===== config.mk =====
export PLATFORM = sky130hd
export DESIGN_NAME = a20_sysctl_port
export DESIGN_NICKNAME = d
export VERILOG_FILES = /design/src/rtl/a20_sysctl_pkg.sv /design/src/rtl/a20_sysctl_ctrl.sv /design/src/rtl/a20_sysctl_dp.sv /design/src/rtl/a20_sysctl_port.sv
export SDC_FILE = /design/constraint.sdc
export NUM_CORES = 1
export LEC_CHECK = 0
export BUFFER_PORTS_ARGS = -buffer_cell sky130_fd_sc_hd__buf_4
export CORE_MARGIN = 2
export CORE_UTILIZATION = 41
export CTS_CLUSTER_SIZE = 14
export DETAILED_ROUTE_END_ITERATION = 6
export GPL_TIMING_DRIVEN = 0
export PLACE_DENSITY = 0.86
export SYNTH_ARGS = -nofsm -noshare
export SYNTH_HDL_FRONTEND = slang
export SYNTH_SLANG_ARGS = --single-unit

===== constraint.sdc =====
create_clock -name clk -period 2.66 [get_ports clk]
set_clock_uncertainty 0.05 [all_clocks]
set_input_delay 0.266 -clock clk [delete_from_list [all_inputs] [get_ports clk]]
set_output_delay 0.266 -clock clk [all_outputs]
set_load 0.005 [all_outputs]

===== src/rtl/a20_sysctl_pkg.sv =====
package a20_sysctl_pkg;

  typedef struct packed {
    logic load;    // capture the write byte
    logic clrLow;  // soft reset: clear the self-triggering bit
    logic fire;    // raise a reset request next cycle
    logic rdSel;   // drive the stored byte onto the read bus
  } ctlStrobes_t;

endpackage


===== src/rtl/a20_sysctl_ctrl.sv =====
module a20_sysctl_ctrl
  import a20_sysctl_pkg::*;
#(
  parameter int ADDR_W = 16,
  parameter logic [ADDR_W-1:0] PORT_ADDR = 16'h0092
) (
  input  logic              clk,
  input  logic              rstN,
  input  logic              softRst,
  input  logic [ADDR_W-1:0] ioAddr,
  input  logic              ioWr,
  input  logic              ioRd,
  input  logic              wdataRstBit,
  output ctlStrobes_t       st
);

  logic hit;

  assign hit = (ioAddr == PORT_ADDR);

  always_comb begin
    st        = '0;
    st.clrLow = softRst;
    st.load   = hit && ioWr && !softRst;
    st.fire   = hit && ioWr && !softRst && wdataRstBit;
    st.rdSel  = hit && ioRd;
  end

  // a soft reset never coincides with a capture or a request
  p_soft_blocks_write_r7: assert property (@(posedge clk) disable iff (!rstN)
    softRst |-> (!st.load && !st.fire));

  // strobes only for the decoded address
  p_decode_only_r8: assert property (@(posedge clk) disable iff (!rstN)
    (ioAddr != PORT_ADDR) |-> (!st.load && !st.rdSel));

endmodule


===== src/rtl/a20_sysctl_dp.sv =====
module a20_sysctl_dp
  import a20_sysctl_pkg::*;
#(
  parameter int DATA_W  = 8,
  parameter int A20_BIT = 1,
  parameter int RST_BIT = 0
) (
  input  logic              clk,
  input  logic              rstN,
  input  ctlStrobes_t       st,
  input  logic [DATA_W-1:0] wdata,
  output logic [DATA_W-1:0] rdata,
  output logic              a20Gate,
  output logic              resetReq
);

  localparam logic [DATA_W-1:0] KEEP_MASK = ~(DATA_W'(1) << RST_BIT);

  logic [DATA_W-1:0] stored;
  logic              pulse;
  logic              pastValid;

  always_ff @(posedge clk or negedge rstN) begin
    if (!rstN) begin
      stored    <= '0;
      pulse     <= 1'b0;
      pastValid <= 1'b0;
    end else begin
      pastValid <= 1'b1;
      pulse     <= st.fire;
      if (st.clrLow)
        stored[RST_BIT] <= 1'b0;
      else if (st.load)
        stored <= wdata;
    end
  end

  assign a20Gate  = stored[A20_BIT];
  assign resetReq = pulse;
  assign rdata    = st.rdSel ? stored : '0;

  // the A20 level takes the bit written in the previous cycle
  p_a20_follows_r3: assert property (@(posedge clk) disable iff (!rstN)
    (pastValid && $past(st.load)) |-> (a20Gate == $past(wdata[A20_BIT])));

  // a request pulse only after a capture with the reset bit set
  p_pulse_source_r4: assert property (@(posedge clk) disable iff (!rstN)
    (pastValid && resetReq) |-> ($past(st.load) && $past(wdata[RST_BIT])));

  // a soft reset keeps the upper bits and clears the low bit
  p_soft_keeps_r6: assert property (@(posedge clk) disable iff (!rstN)
    (pastValid && $past(st.clrLow)) |->
      (((stored & KEEP_MASK) == ($past(stored) & KEEP_MASK)) && !stored[RST_BIT] && !resetReq));

  // with no capture and no soft reset the byte holds
  p_hold_r8: assert property (@(posedge clk) disable iff (!rstN)
    (pastValid && !$past(st.load) && !$past(st.clrLow)) |-> $stable(stored));

endmodule


===== src/rtl/a20_sysctl_port.sv =====
module a20_sysctl_port
  import a20_sysctl_pkg::*;
#(
  parameter int ADDR_W  = 16,
  parameter int DATA_W  = 8,
  parameter logic [ADDR_W-1:0] PORT_ADDR = 16'h0092,
  parameter int A20_BIT = 1,
  parameter int RST_BIT = 0
) (
  input  logic              clk,
  input  logic              rstN,
  input  logic              softRst,
  input  logic [ADDR_W-1:0] ioAddr,
  input  logic              ioWr,
  input  logic              ioRd,
  input  logic [DATA_W-1:0] ioWdata,
  output logic [DATA_W-1:0] ioRdata,
  output logic              a20Gate,
  output logic              resetReq
);

  ctlStrobes_t st;

  a20_sysctl_ctrl #(
    .ADDR_W   (ADDR_W),
    .PORT_ADDR(PORT_ADDR)
  ) u_ctrl (
    .clk        (clk),
    .rstN       (rstN),
    .softRst    (softRst),
    .ioAddr     (ioAddr),
    .ioWr       (ioWr),
    .ioRd       (ioRd),
    .wdataRstBit(ioWdata[RST_BIT]),
    .st         (st)
  );

  a20_sysctl_dp #(
    .DATA_W (DATA_W),
    .A20_BIT(A20_BIT),
    .RST_BIT(RST_BIT)
  ) u_dp (
    .clk     (clk),
    .rstN    (rstN),
    .st      (st),
    .wdata   (ioWdata),
    .rdata   (ioRdata),
    .a20Gate (a20Gate),
    .resetReq(resetReq)
  );

endmodule


==> results by group <==
Placement
  • Port buffer count: 38
  • Dpl cells: 93
  • GPL Wtd Cong: 0.6398

CTS
  • Max Root-Sink Buffers: 2
  • Clock-pin slew on the worst setup and hold paths: 0.06 ns
  • Num Clock Sinks: 9
  • Clock Root Buffer: clkbuf_4
  • H-Tree Depth: 1
  • Setup Fix Bufs, Post-CTS: 0
  • CTS tree: built
  • CTS Buf Count: 3
  • Clock latency on the worst-skew pair: 0.26 ns

Synthesis
  • Yosys warnings: 0
  • Avg Inst Size Synth: 13.54 um^2
  • Mapped Cells: 40
  • Post-synthesis sequential area ratio: 41.57%
  • Seq cells post-synth: 9
  • Synth Flop Type: dfrtp_1
  • Post-synth top area share: 41.57%
  • Synth area leader: dfrtp_1
  • EDFF count, synth: 0
  • Syn nets: 69
  • Main area contributors after synthesis: dfrtp_1 (42%), mux2_4 (19%), and2_1 (9.2%)
  • Cell with the most instances after synthesis: dfrtp_1
  • Synth unique cells: 15
  • Ys async rst share: 100.0%
  • Synthesized cell area: 541.8 um^2
  • Post-synth top cells: dfrtp_1 (9), and2_1 (8), mux2_4 (7), inv_1 (3)

Routing
  • Residual DRC: 0
  • DR vias/cell: 4.796
  • Post-DRT Antenna Nets: 0
  • DRT Wirelength: 1.314 mm
  • Average wire per standard cell: 13.41 um
  • Detailed Routing Iterations Pass 1: 4
  • Iter 0 DRT Violations: 7
  • Routed vias: 470

Worst hold path
  • Hold_sp: ioWdata[2]
  • Worst hold path class: input pin to flop

STA
  • Total Negative Setup Slacks: 0 ns
  • Slew Viols, Final: 0
  • Final cycle utilization of the critical path: 70.54%
  • Final hold viol count: 0
  • F_max: 0.5330 GHz
  • Slew @ Worst Pin: 0.4607 ns
  • Final setup violating endpoints: 0
  • Final critical-path required period: 1.876 ns
  • Relative slew margins: 69.18%
  • RSZ-0062 raised after global routing: no

Floorplan
  • Placement Rows: 13
  • # IOs: 39
  • Core Area: 0.001269 mm^2
  • Die footprint: 0.001628 mm^2
  • Die height: 40.35 um
  • Starting Density: 42.70%
  • Chip Width: 40.35 um

Global route
  • Initial antenna violation count: 0
  • Global Route Usage Sum: 19.37%
  • Largest net degree at the start of global routing: 10
  • Vias in the first global route: 468
  • First-pass GRT wire length: 1.932 mm
  • Overflow after GRT: 0

Pwr
  • Pleak: 0.4809 nW
  • Peak VDD IR: 0.0001719 V
  • Power per Cell Area: 328.9 mW/mm^2
  • Power, Total: 0.2902 mW

Layout
  • Non-Filler Instances: 98
  • Nets: 113
  • Multi-input gate area: 305.3 um^2
  • Share of cells above drive strength 1: 65.06%
  • # fillers: 116
  • Area grow syn2layout: 62.82%
  • Final Util: 69.53%
  • Diode count: 0
  • FF/Latch Area: 225.2 um^2

Setup path
  • Required @ worst endpoint: 2.34 ns
  • Critical path capture point type: output port
  • Critical Path Start Type: input pin
  • WS Path Type: input pin to output port
  • Critical path fanouts, max: 8
  • Worst Setup SP: ioAddr[5]
  • WP data arrival: 1.56 ns
  • R2R Path Start: u_dp.stored[1]$_DFFE_PN0P_

Outcome
  • Outcome: complete, no violations

Flow run
  • Max-Cap Viols: 0
## critical path, stage by stage
cell and delay, ns:
buf_4 0.12, nor4b_4 0.31, nand4_1 0.16, nor2_1 0.40, and2_1 0.20, buf_4 0.10
## state kept, by name (all words and copies together), names as in the netlist
| register | flops |
|---|---|
| u_dp.stored | 8 |
| u_dp.resetReq | 1 |
## per-stage QoR
stage          worst slack (ns)  cell area (um^2)  hold slack [ns]
6_report                 0.7837             882.1           0.1817
5_1_grt                  0.6280             882.1           0.1694
4_1_cts                  0.7614             882.1           0.1695
3_3_place_gp             0.7912             845.8          0.04036
3_5_place_dp             0.7613             845.8          0.04343
2_1_floorplan             1.244             541.8         -0.07959
## placed cells by master (no fill, tap or decap), drive strengths merged, types with 2 or more instances in the layout
cell	synthesis	final
nand2b	2	2
and2	8	8
clkbuf	0	4
dfrtp	9	9
buf	0	38
inv	3	3
mux2	7	7
nor2	2	2
nor4	2	2
nand4	2	2
## metal layers
layer,share of wire (%),vias up,track usage (%)
met5,0,-,0
met4,0,0,7.500
met3,9.1,0,5.556
met2,59,25,37.30
met1,31,220,18.88
li1,-,225,-
## final timing paths
path | to | slack [ns] | depth (start not counted)
hold / removal | u_dp.stored[2]$_DFFE_PN0P_ | 0.18 | 2
setup reg to reg | u_dp.stored[1]$_DFFE_PN0P_ | 1.83 | 1
min in group asynchronous | u_dp.stored[5]$_DFFE_PN0P_ | 0.32 | 2
hold reg to reg | u_dp.stored[2]$_DFFE_PN0P_ | 0.45 | 1
max in group asynchronous | u_dp.stored[6]$_DFFE_PN0P_ | 2.11 | 2
setup / recovery | ioRdata[3] | 0.78 | 6
## where the power goes
| part | total [mW] | leakage (nW) | internal (mW) | switching, mW |
|---|---|---|---|---|
| combinational | 0.0475 | 0.340 | 0.0313 | 0.0162 |
| clock | 0.106 | 0.0150 | 0.0578 | 0.0479 |
| sequential | 0.137 | 0.126 | 0.137 | 0.0000113 |
| total | 0.290 | 0.481 | 0.226 | 0.0641 |
## area by class of cell
cell class / count / share of cell area, %
clock buffer: 4 / 2.979
inverter: 3 / 1.277
multi-input combinational: 28 / 34.61
sequential: 9 / 25.53
tap: 15 / 2.128
timing repair buffer: 39 / 33.48
## logic make-up after synthesis
group                  Yosys count  synth area share (%)
AOI/OAI and AO/OA                1                0.9229
and+or+nand+nor                 20                 36.03
DFF                              9                 41.57
buffers and inverters            3                 2.078
muxes                            7                 19.40
## timing repair
| action | 4_1_cts | 5_1_grt |
|---|---|---|
| hold buffers | 1 | 0 |
| endpoints found under the setup margin | 0 | 0 |
| gates resized for setup | 0 | 0 |
| hold endpoints to repair | 9 | 0 |
(Power assumes the default switching activity.)
